$ cat config.mk
export PLATFORM = sky130hd
export DESIGN_NAME = us_burst_gen
export DESIGN_NICKNAME = d
export VERILOG_FILES = /design/src/rtl/us_burst_gen.sv
export SDC_FILE = /design/constraint.sdc
export NUM_CORES = 1
export LEC_CHECK = 0
export BUFFER_PORTS_ARGS = -buffer_cell sky130_fd_sc_hd__buf_2
export CORE_ASPECT_RATIO = 1.4
export CORE_MARGIN = 10
export CORE_UTILIZATION = 55
export CTS_BUF_LIST = sky130_fd_sc_hd__clkbuf_4
export CTS_CLUSTER_SIZE = 40
export DETAILED_ROUTE_END_ITERATION = 6
export PLACE_DENSITY = 0.74
export SETUP_SLACK_MARGIN = 0.02
export SKIP_LAST_GASP = 1
export SLEW_MARGIN = 20
export SYNTH_ARGS = -nofsm -noshare
export SYNTH_HDL_FRONTEND = slang
export SYNTH_SLANG_ARGS = --single-unit
$ cat constraint.sdc
create_clock -name clk -period 3.3 [get_ports clk]
set_clock_uncertainty 0.05 [all_clocks]
set_input_delay 0.165 -clock clk [delete_from_list [all_inputs] [get_ports clk]]
set_output_delay 0.165 -clock clk [all_outputs]
set_load 0.03 [all_outputs]
$ cat src/rtl/us_burst_gen.sv
module us_burst_gen #(
  parameter int NCH = 4,
  parameter int HW  = 8,
  parameter int PW  = 8,
  parameter int QW  = 4,
  parameter int RW  = 16
) (
  input  logic              clk,
  input  logic              rst_n,
  input  logic              start,
  input  logic              stop,
  input  logic [RW-1:0]     rep_len,
  input  logic [NCH*HW-1:0] half_len,
  input  logic [NCH*PW-1:0] burst_len,
  input  logic [NCH*QW-1:0] pre_len,
  input  logic [NCH-1:0]    neg_first,
  input  logic [NCH-1:0]    cont_en,
  input  logic [NCH-1:0]    two_stage,
  output logic [2*NCH-1:0]  drv_pre,
  output logic [2*NCH-1:0]  drv_main,
  output logic [2*NCH-1:0]  drv_cw,
  output logic              active
);
  localparam int IW = PW + 2;
  localparam logic [1:0] C_GND = 2'b00;
  localparam logic [1:0] C_POS = 2'b01;
  localparam logic [1:0] C_NEG = 2'b10;

  typedef enum logic [1:0] {S_PRE, S_MAIN, S_DONE} stg_t;

  logic          run;
  logic [RW-1:0] frame;

  wire launch = start && !stop && !run;
  wire wrap   = run && (frame == rep_len - 1'b1);

  always_ff @(posedge clk or negedge rst_n) begin
    if (!rst_n) begin
      run   <= 1'b0;
      frame <= '0;
    end else if (stop) begin
      run   <= 1'b0;
      frame <= '0;
    end else if (launch) begin
      run   <= 1'b1;
      frame <= '0;
    end else if (run) begin
      frame <= wrap ? '0 : frame + 1'b1;
    end
  end

  assign active = run;

  for (genvar c = 0; c < NCH; c++) begin : g_ch
    wire [HW-1:0] h   = half_len[c*HW +: HW];
    wire [PW-1:0] b   = burst_len[c*PW +: PW];
    wire [QW-1:0] p   = pre_len[c*QW +: QW];
    wire          cnt = cont_en[c];

    logic [HW-1:0] hc;
    logic [IW-1:0] hi;
    stg_t          st;
    stg_t          first;

    wire [IW-1:0] main_last = {1'b0, b, 1'b0} - 1'b1;
    wire [IW-1:0] pre_last  = {{(IW-QW){1'b0}}, p} - 1'b1;
    wire          half_end  = (hc == h - 1'b1);

    always_comb begin
      if (cnt)                        first = S_MAIN;
      else if (two_stage[c] && p != 0) first = S_PRE;
      else if (b != 0)                first = S_MAIN;
      else                            first = S_DONE;
    end

    always_ff @(posedge clk or negedge rst_n) begin
      if (!rst_n) begin
        hc <= '0;
        hi <= '0;
        st <= S_DONE;
      end else if (launch || (wrap && !stop && !cnt)) begin
        hc <= '0;
        hi <= '0;
        st <= first;
      end else if (run && st != S_DONE) begin
        if (half_end) begin
          hc <= '0;
          if (!cnt && st == S_PRE && hi == pre_last) begin
            hi <= '0;
            st <= (b != 0) ? S_MAIN : S_DONE;
          end else if (!cnt && st == S_MAIN && hi == main_last) begin
            st <= S_DONE;
          end else begin
            hi <= hi + 1'b1;
          end
        end else begin
          hc <= hc + 1'b1;
        end
      end
    end

    wire [1:0] code = (hi[0] ^ neg_first[c]) ? C_NEG : C_POS;

    assign drv_pre[2*c +: 2]  = (run && !cnt && st == S_PRE)  ? code : C_GND;
    assign drv_main[2*c +: 2] = (run && !cnt && st == S_MAIN) ? code : C_GND;
    assign drv_cw[2*c +: 2]   = (run &&  cnt && st == S_MAIN) ? code : C_GND;


    code_legal_chk: assert property (@(posedge clk) disable iff (!rst_n)
      drv_pre[2*c +: 2] != 2'b11 && drv_main[2*c +: 2] != 2'b11 && drv_cw[2*c +: 2] != 2'b11);


    one_stage_chk: assert property (@(posedge clk) disable iff (!rst_n)
      $onehot0({|drv_pre[2*c +: 2], |drv_main[2*c +: 2], |drv_cw[2*c +: 2]}));


    half_range_chk: assert property (@(posedge clk) disable iff (!rst_n)
      (run && st != S_DONE && h != 0) |-> hc < h);
  end


  stop_ground_chk: assert property (@(posedge clk) disable iff (!rst_n)
    stop |=> (drv_pre == '0 && drv_main == '0 && drv_cw == '0 && !active));


  frame_range_chk: assert property (@(posedge clk) disable iff (!rst_n)
    (run && rep_len != 0) |-> frame < rep_len);


  restart_ignored_chk: assert property (@(posedge clk) disable iff (!rst_n)
    (run && start && !stop && !wrap) |=> (active && frame == $past(frame) + 1'b1));
endmodule

After elaboration in Yosys (flattened, before gate mapping). Index checks and enable logic that the tools add are counted.

Add/subtract/negate cells: 22. Equality and inequality tests: 25. Multiplexer cells: 86. Bitwise logic cells: 4. Reduce and logical (&&, ||, !) cells: 96.

Operators with widths (count): $mux W10 (20); $mux W2 (48); $mux W8 (12); $eq A10 B10 Y1 (8); $mux W16 (4); $logic_and A1 B1 Y1 (52); $add A10 B1 Y10 const B (4); $sub A9 B1 Y10 const B (4); $add A8 B1 Y8 const B (4); $eq A8 B8 Y1 (4); $reduce_bool A8 Y1 (4); $sub A8 B1 Y8 const B (4); $reduce_and A3 Y1 (8); $sub A4 B1 Y5 const B (4); $reduce_bool A2 Y1 (9); $add A16 B1 Y16 const B (1); $eq A16 B16 Y1 (1); $reduce_bool A4 Y1 (4); $sub A16 B1 Y16 const B (1); $reduce_bool A3 Y1 (5); $ne A3 B3 Y1 const B (4); $eq A2 B1 Y1 const B (4); $logic_not A2 Y1 (4); $ne A2 B2 Y1 const B (4); 4 further kinds (16).

Register bits after elaboration: 97. Input bits: 112. Output and inout bits: 25. Word-level logic and storage cells: 247.

Logic depth before layout (Yosys ltp). Gate-level depths: netlist of the first run.

Depth in word-level cells: 8. Gate-level depth with buffers: 12. Mapped depth without buffers: 10.

Least setup slack after synthesis of the first run. OpenSTA, ideal clock, no wires.

Path kind: input-to-reg. Start point: input port rep_len[0]. End point: register g_ch[2].st[0]. Setup time: 0.125 ns. Arrival time: 2.843 ns. Required time: 3.125 ns. Slack: 0.283 ns. Cell stages on the path: 11. Buffers on the path: 1. Cell sequence: inv_1 > ha_1 > nor3b_2 > nand2_1 > or4_1 > and3_1 > nor4_4 > buf_4 > a211oi_1 > nor2_1 > mux2_2.

Word-level cells in the longest chain between the ends: 8. Elaborated cells between the ends (all ways): 11. Those cells by class: 1 x add/sub; 1 x eq/ne; 1 x mux; 8 x reduce/logical.

Ends and longest elaborated chain: from (decl) (line 12) `input logic [RW-1:0] rep_len,`; $sub A16 B1 Y16 * (line 35) `wire wrap = run && (frame == rep_len - 1'b1);`; $eq A16 B16 Y1 * (line 35); $logic_and A1 B1 Y1 * (line 35); $logic_and A1 B1 Y1 * (2 in series) (line 81) `end else if (launch || (wrap && !stop && !cnt)) begin`; $logic_or A1 B1 Y1 * (line 81); $reduce_bool A3 Y1 (no source line) / $reduce_bool A2 Y1 (equally long branches); $reduce_and A3 Y1 (no source line); to (signal assigned) (line 84) `st <= first;`; to (signal assigned) (line 90) `st <= (b != 0) ? S_MAIN : S_DONE;`; to (decl) (line 62) `stg_t st;`.

Mark *: on every way between the ends. The rest lies on a longest branch, timed or not. A chain may end at the register's enable or synchronous reset.

Worst setup path after layout of the first run.
Start point: register g_ch[1].hi[7]. End point: register g_ch[1].hi[6].

Word-level cells in the longest chain between the ends: 6. Elaborated cells between the ends (all ways): 10. Those cells by class: 3 x eq/ne; 4 x mux; 3 x reduce/logical.

Ends and longest elaborated chain: from (decl) (line 61) `logic [IW-1:0] hi;`; from (signal assigned) (line 94) `hi <= hi + 1'b1;`; $eq A10 B10 Y1 (line 88) `if (!cnt && st == S_PRE && hi == pre_last) begin`; $logic_and A1 B1 Y1 (line 88); $mux W10 (line 88); $mux W10 (line 86) `if (half_end) begin`; $mux W10 (line 85) `end else if (run && st != S_DONE) begin`; $mux W10 (line 81).

Parallel ways exist; a longest one is shown, timed or not. The select of a mux whose other input is x is not followed.

==> summary.txt, run 1 <==
GRT
  • Initial antenna violation count: 1
  • Tot GR Track Use: 22.2%
  • Largest net degree at the start of global routing: 55
  • Total gr overflow: 0
  • Global-route wire length before repair: 41.1 mm
  • Number of global-route vias before repair: 8,792

Worst hold path
  • Min-delay src: two_stage[3]
  • Hold Path Sink: g_ch[3].st[1]
  • Worst Hold Class: input pin to flip-flop
  • Hold depth: 4

Run status
  • Outcome: complete, no violations

Power and ir drop
  • P_leak: 4.47 nW
  • Worst vdd ir: 0.170 mV
  • PD cells: 294 nW/um2

Layout
  • Final nets: 1,404
  • Share of cells above drive strength 1: 18.0%
  • Synth-to-Final Area Change: 15.1%
  • Finished Layout Cells: 1,472
  • Fillers: 1,448
  • Fin util: 64.8%

Worst setup path
  • CP cell instances: nor4_2, a31oi_1, a2111oi_0, a21o_1, nand4b_1, a21oi_1, or3_1, o41ai_1
  • Crit path kind: flip-flop to flip-flop
  • Req. time, crit path: 3.61 ns
  • R2R cell count: 8
  • CP Buf/Inv Count: 0
  • R2R setup slack: 0.36 ns
  • Cell family with most CP delay: compound AO/OA/AOI/OAI gates
  • Crit Path Max Fanout: 12
  • Worst stage delay on the critical path: 0.48 ns
  • Worst r2r src: g_ch[1].hi[7]
  • Worst Setup End Kind: flip-flop
  • Reg2reg end: g_ch[1].hi[6]
  • Crit start category: flip-flop
  • CP Data Arrival Time: 3.25 ns
  • Worst path slowest cell: dfrtp_1

Clocking
  • Setup Fix Bufs, Post-CTS: 0
  • H-tree depth: 3
  • CTS tree: yes
  • Clk pin slew, worst setup/hold paths: 0.14 ns
  • Num Clock Sinks: 97
  • Clock Tree Buf Depth: 2
  • Root buffer selected by CTS: clkbuf_4
  • Clock Latency Late Sink: 0.46 ns
  • CTS buffer count: 9

STA
  • Final hold slack: 0.0397 ns
  • RSZ-0062 raised after global routing: false
  • Fmax: 0.340 GHz
  • Relative slew slack: 49.7%
  • Min Clock Period, post-route: 2.94 ns
  • Final hold violations: 0
  • Slew @ Worst Pin: 0.754 ns
  • Final TNS setup: 0 ns
  • Period utilisation layout: 89.1%
  • Worst Slack Setup Final: 0.361 ns
  • Endpoints failing setup: 0
  • Final Slew Violations: 0

Floorplan
  • IO Pins: 137
  • Initial cell density of the core: 56.3%
  • Die ar.: 21,600 um2
  • Row count: 54
  • Die height: 170 um
  • Core area: 15,700 um2
  • Die W: 127 um

Routing
  • Post-route ant nets: 0
  • Starting DRT DRC Count: 508
  • Routed WL per cell: 16.7 um
  • DR vias: 8,878
  • Router iterations before antenna repair: 5
  • DRC: 0
  • Via/cell ratio: 6.03
  • Detailed Route WL: 24.5 mm

Synth
  • Yosys top cell by area: dfrtp_1
  • Most common flop cell mapped by yosys: dfrtp_1
  • EDFF count, synth: 0
  • Mux cell area share after synthesis: 1.90%
  • Post-synthesis register bit count: 97
  • Most frequent cell after synthesis: nor2_1
  • Synth top area share: 26.4%
  • Unique masters post-synth: 77
  • Async set-or-reset flop fraction in the synthesized netlist: 100%
  • Synth Area in Adders: 3.12%
  • Post-synth top cells: nor2_1, dfrtp_1, xnor2_1
  • Yosys warns: 0
  • Top cells by area, synth: dfrtp_1, xnor2_1, xor2_1
  • Simple-Gate Fraction of Synth Area: 29.9%
  • Main combinational cell family by area after synthesis: simple AND/OR/NAND/NOR gates
  • Mapped Area: 8820 um2
  • Gate Count Post-Synth: 1,103
  • Post-synthesis sequential area ratio: 27.6%
  • XOR/XNOR share of the synthesized area: 14.2%
  • Synth Area in Compound Gates: 19.6%
  • Syn nets: 1,237
  • Syn_area_per_cell: 8.00 um2

Placement
  • DP Cell Count: 1,452
  • Worst slack at placement: 0.0259 ns
  • IO Port Bufs: 136
  • RePlAce Congestion: 0.934
  • Final HPWL DP: 19.8 mm

Run
  • Max-cap viol count: 0
layer usage:
| metal | vias up | wire [um] | track usage, % |
|---|---|---|---|
| li1 | 4404 | - | - |
| met1 | 4226 | 10000 | 25.1 |
| met2 | 212 | 13000 | 41.4 |
| met3 | 36 | 1010 | 3.36 |
| met4 | 0 | 517 | 7.39 |
| met5 | - | 0 | 0 |
flip-flops by register name, indices dropped and copies added (netlist names):
| name | count |
|---|---|
| active | 1 |
| g_ch.st | 8 |
| frame | 16 |
| g_ch.hi | 40 |
| g_ch.hc | 32 |
cell families after synthesis:
| group | count (synthesis) |
|---|---|
| compound gates | 262 |
| xor+xnor | 141 |
| fa+ha+maj | 22 |
| buf+inv | 86 |
| flops | 97 |
| mux | 16 |
| simple gates | 479 |
through the flow:
stage	area, um2	power [W]
2_1_floorplan	8820	0.00207
3_3_place_gp	10000	0.00239
5_1_grt	10200	0.00318
3_5_place_dp	10000	0.00243
4_1_cts	10200	0.00300
6_report	10200	0.00298
layout by cell type, fill, tap and decap left out, drive strengths merged, types with 12 or more instances in the layout:
cell | netlist | final
a21oi | 57 | 57
xnor2 | 88 | 88
nand3 | 47 | 47
xor2 | 52 | 52
o31ai | 23 | 23
nor2b | 13 | 13
nor2 | 96 | 96
inv | 54 | 54
dfrtp | 93 | 93
nor3 | 35 | 35
a31oi | 12 | 12
nand2 | 80 | 80
ha | 22 | 22
o21ai | 66 | 66
and3 | 20 | 20
a21boi | 20 | 20
nand4 | 29 | 29
or3 | 35 | 35
nor4 | 27 | 27
a21o | 18 | 18
nor3b | 20 | 20
buf | 5 | 185
clkbuf | 27 | 12
or4 | 21 | 21
worst max-delay path by stage:
| stage | from | to | slack, ns | cells after the start |
|---|---|---|---|---|
| 3_5_place_dp | rep_len[1] | g_ch[1].st[0] | 0.03 | 11 |
| 5_1_grt | g_ch[1].hi[7] | g_ch[1].hi[6] | 0.1 | 8 |
| 2_1_floorplan | rep_len[0] | g_ch[2].st[0] | 0.28 | 11 |
| 3_3_place_gp | rep_len[1] | g_ch[1].st[0] | 0.06 | 11 |
| 6_report | g_ch[1].hi[7] | g_ch[1].hi[6] | 0.36 | 8 |
| 4_1_cts | g_ch[1].hi[7] | g_ch[1].hi[6] | 0.33 | 8 |
repair_timing:
item,4_1_cts,5_1_grt
hold buffers,3,0
endpoints found under the setup margin,0,2
endpoints found under the hold margin,41,0
gates resized for setup,0,1
power by group:
part,switching (W),leakage (nW),internal (W)
Clock,0.000398,0.0624,0.000175
Combinational,0.000499,3.09,0.000425
Sequential,0.000186,1.32,0.00130
Total,0.00108,4.47,0.00190
tightest hold or removal path: stages:
cell and delay, ns:
buf_2 0.11, a21oi_1 0.08, a21oi_1 0.14, a221oi_1 0.06
layout make-up:
cell class / instances / area [um2] / share of cell area, %
inverters: 54 / 203 / 2.00
clock inverters: 4 / 20.0 / 0.197
diodes: 1 / 2.50 / 0.0246
multi-input cells: 920 / 6070 / 59.8
flip-flops and latches: 97 / 2430 / 23.9
clock buffers: 12 / 90.1 / 0.887
well taps: 196 / 245 / 2.41
repair buffers: 188 / 1090 / 10.8
Note: power is estimated with default switching activity, not from simulation.
==> run 2: changes to the inputs <==
Settings changed: CORE_UTILIZATION 55 to 59, CTS_BUF_LIST sky130_fd_sc_hd__clkbuf_4 to sky130_fd_sc_hd__clkbuf_16, PLACE_DENSITY 0.74 to 0.78.
==> summary.txt, run 2 (synthesis results as in run 1) <==
GRT
  • Tot GR Track Use: 24.0% (+1.8 points)
  • Global-route wire length before repair: 40.5 mm (-1.5%)
  • Initial antenna violation count: 0 (-1)
  • Number of global-route vias before repair: 8,700 (-1.0%)
  • Largest net degree at the start of global routing: 46 (-16%)
  • Total gr overflow: 0 (unchanged)

Floorplan
  • Die W: 123 um (-2.9%)
  • Die ar.: 20,300 um2 (-5.9%)
  • Die height: 165 um (-3.0%)
  • Initial cell density of the core: 60.5% (+4.3 points)
  • Row count: 52 (-3.7%)
  • IO Pins: 137 (unchanged)
  • Core area: 14,600 um2 (-7.0%)

Routing
  • Router iterations before antenna repair: 5 (unchanged)
  • Starting DRT DRC Count: 482 (-5.1%)
  • DRC: 0 (unchanged)
  • Routed WL per cell: 16.9 um (+1.2%)
  • Via/cell ratio: 6.15 (+1.9%)
  • Detailed Route WL: 24.4 mm (-0.38%)
  • Post-route ant nets: 0 (unchanged)
  • DR vias: 8,907 (+0.33%)

Power and ir drop
  • Worst vdd ir: 0.223 mV (+31%)
  • P_leak: 4.47 nW (about the same)
  • Total Power: 0.00342 W (+15%)
  • PD cells: 336 nW/um2 (+14%)

STA
  • Endpoints failing setup: 0 (unchanged)
  • Fmax: 0.340 GHz (about the same)
  • Relative slew slack: 47.7% (-2.0 points)
  • Final Slew Violations: 0 (unchanged)
  • Min Clock Period, post-route: 2.94 ns (-0.000530 ns)
  • Final hold violations: 0 (unchanged)
  • Period utilisation layout: 89.0% (about the same)
  • Final TNS setup: 0 ns (unchanged)
  • Slew @ Worst Pin: 0.785 ns (+0.0307 ns)
  • RSZ-0062 raised after global routing: false

Clocking
  • Num Clock Sinks: 97 (unchanged)
  • CTS buffer count: 9 (unchanged)
  • H-tree depth: 3 (unchanged)
  • Root buffer selected by CTS: clkbuf_16
  • Clock Latency Late Sink: 0.36 ns (-0.10 ns)
  • Clock Tree Buf Depth: 2 (unchanged)
  • Clk pin slew, worst setup/hold paths: 0.07 ns (-0.07 ns)
  • CTS tree: yes

Layout
  • Synth-to-Final Area Change: 15.5%
  • Largest register FFs: 40 (unchanged)
  • Top flop regs: g_ch.hi x40, g_ch.hc x32, frame x16
  • Share of cells above drive strength 1: 17.3% (-0.66 points)
  • Leading cell type in the layout, fill and taps excluded: buf_2
  • Antenna diodes: 0 (-1)
  • Commonest non-fill, non-tap cells in the layout: buf_2, nor2_1, dfrtp_1, xnor2_1, nand2_1
  • Most flops, register: g_ch.hi
  • Final nets: 1,389 (-1.1%)

Worst hold path
  • Worst Hold Class: input pin to flip-flop

Worst setup path
  • CP Data Arrival Time: 3.17 ns (-0.08 ns)
  • Req. time, crit path: 3.53 ns (-0.08 ns)
  • Worst path slowest cell: or4_1
  • Cell family with most CP delay: simple AND/OR/NAND/NOR gates
  • CP cell instances: xnor2_1, or4_1, and3_1, nor4_4, buf_4, a211oi_2, or4_1, a21oi_1
  • Worst stage delay on the critical path: 0.52 ns (+0.04 ns)
  • CP Buf/Inv Count: 1 (+1)
  • Crit Path Max Fanout: 8 (-4)
  • Crit path kind: flip-flop to flip-flop
  • Crit start category: flip-flop
  • Most frequent CP cell: or4_1
  • Worst Setup End Kind: flip-flop

Placement
  • IO Port Bufs: 136 (unchanged)
  • Final HPWL DP: 19.5 mm (-1.8%)
  • RePlAce Congestion: 0.918 (-1.7%)

Run
  • Max-cap viol count: 0 (unchanged)

Run status
  • Outcome: complete, no violations
[run 2: timing repair]
item	CTS	global route
hold buffers	1	0
endpoints found under the setup margin	0	2
buffers inserted	0	0
endpoints found under the hold margin	42	0
gates resized for setup	0	1
[run 2: metal layers]
layer / part of all wire (%) / global-route usage [%]
met5: 0 / 0
met4: 3.0 / 9.82
met3: 6.2 / 4.20
met1: 40 / 27.9
met2: 51 / 42.4
[run 2: path summary, 6_finish.rpt]
path | start | endpoint | slack (ns) | cells after the start
min in group asynchronous | rst_n | g_ch[2].hc[2] | 0.29 | 2
max in group asynchronous | rst_n | g_ch[3].st[1] | 2.05 | 3
worst min-delay path | stop | active | 0.02 | 2
worst max-delay path | frame[8] | g_ch[3].hc[7] | 0.36 | 8
worst min register to register | g_ch[0].st[1] | g_ch[0].st[1] | 0.50 | 2
worst max register to register | frame[8] | g_ch[3].hc[7] | 0.36 | 8
[run 2: where the power goes]
group / switching (W) / internal, W
clock network: 0.000507 / 0.000525
logic: 0.000497 / 0.000407
registers: 0.000186 / 0.00130
total: 0.00119 / 0.00223
[run 2: cell type report]
type | count | area [um2]
clock buffer | 9 | 225
clock inverter | 7 | 61.3
fill | 1298 | 4380
inverter | 54 | 203
multi-input combinational | 920 | 6070
sequential | 97 | 2430
tap | 189 | 236
timing repair buffer | 173 | 963
[run 2: metrics by stage]
stage	hold slack (ns)	area, um2	setup WS (ns)	utilization, %	instances
2_1_floorplan	-0.181	8820	0.283	-	1103
6_report	0.0226	10200	0.362	70.0	1449
4_1_cts	0.0122	10200	0.371	69.9	1449
3_3_place_gp	0.150	9890	0.0759	67.9	1432
3_5_place_dp	0.155	9890	0.0314	67.9	1432
5_1_grt	0.0235	10200	0.0480	70.0	1449
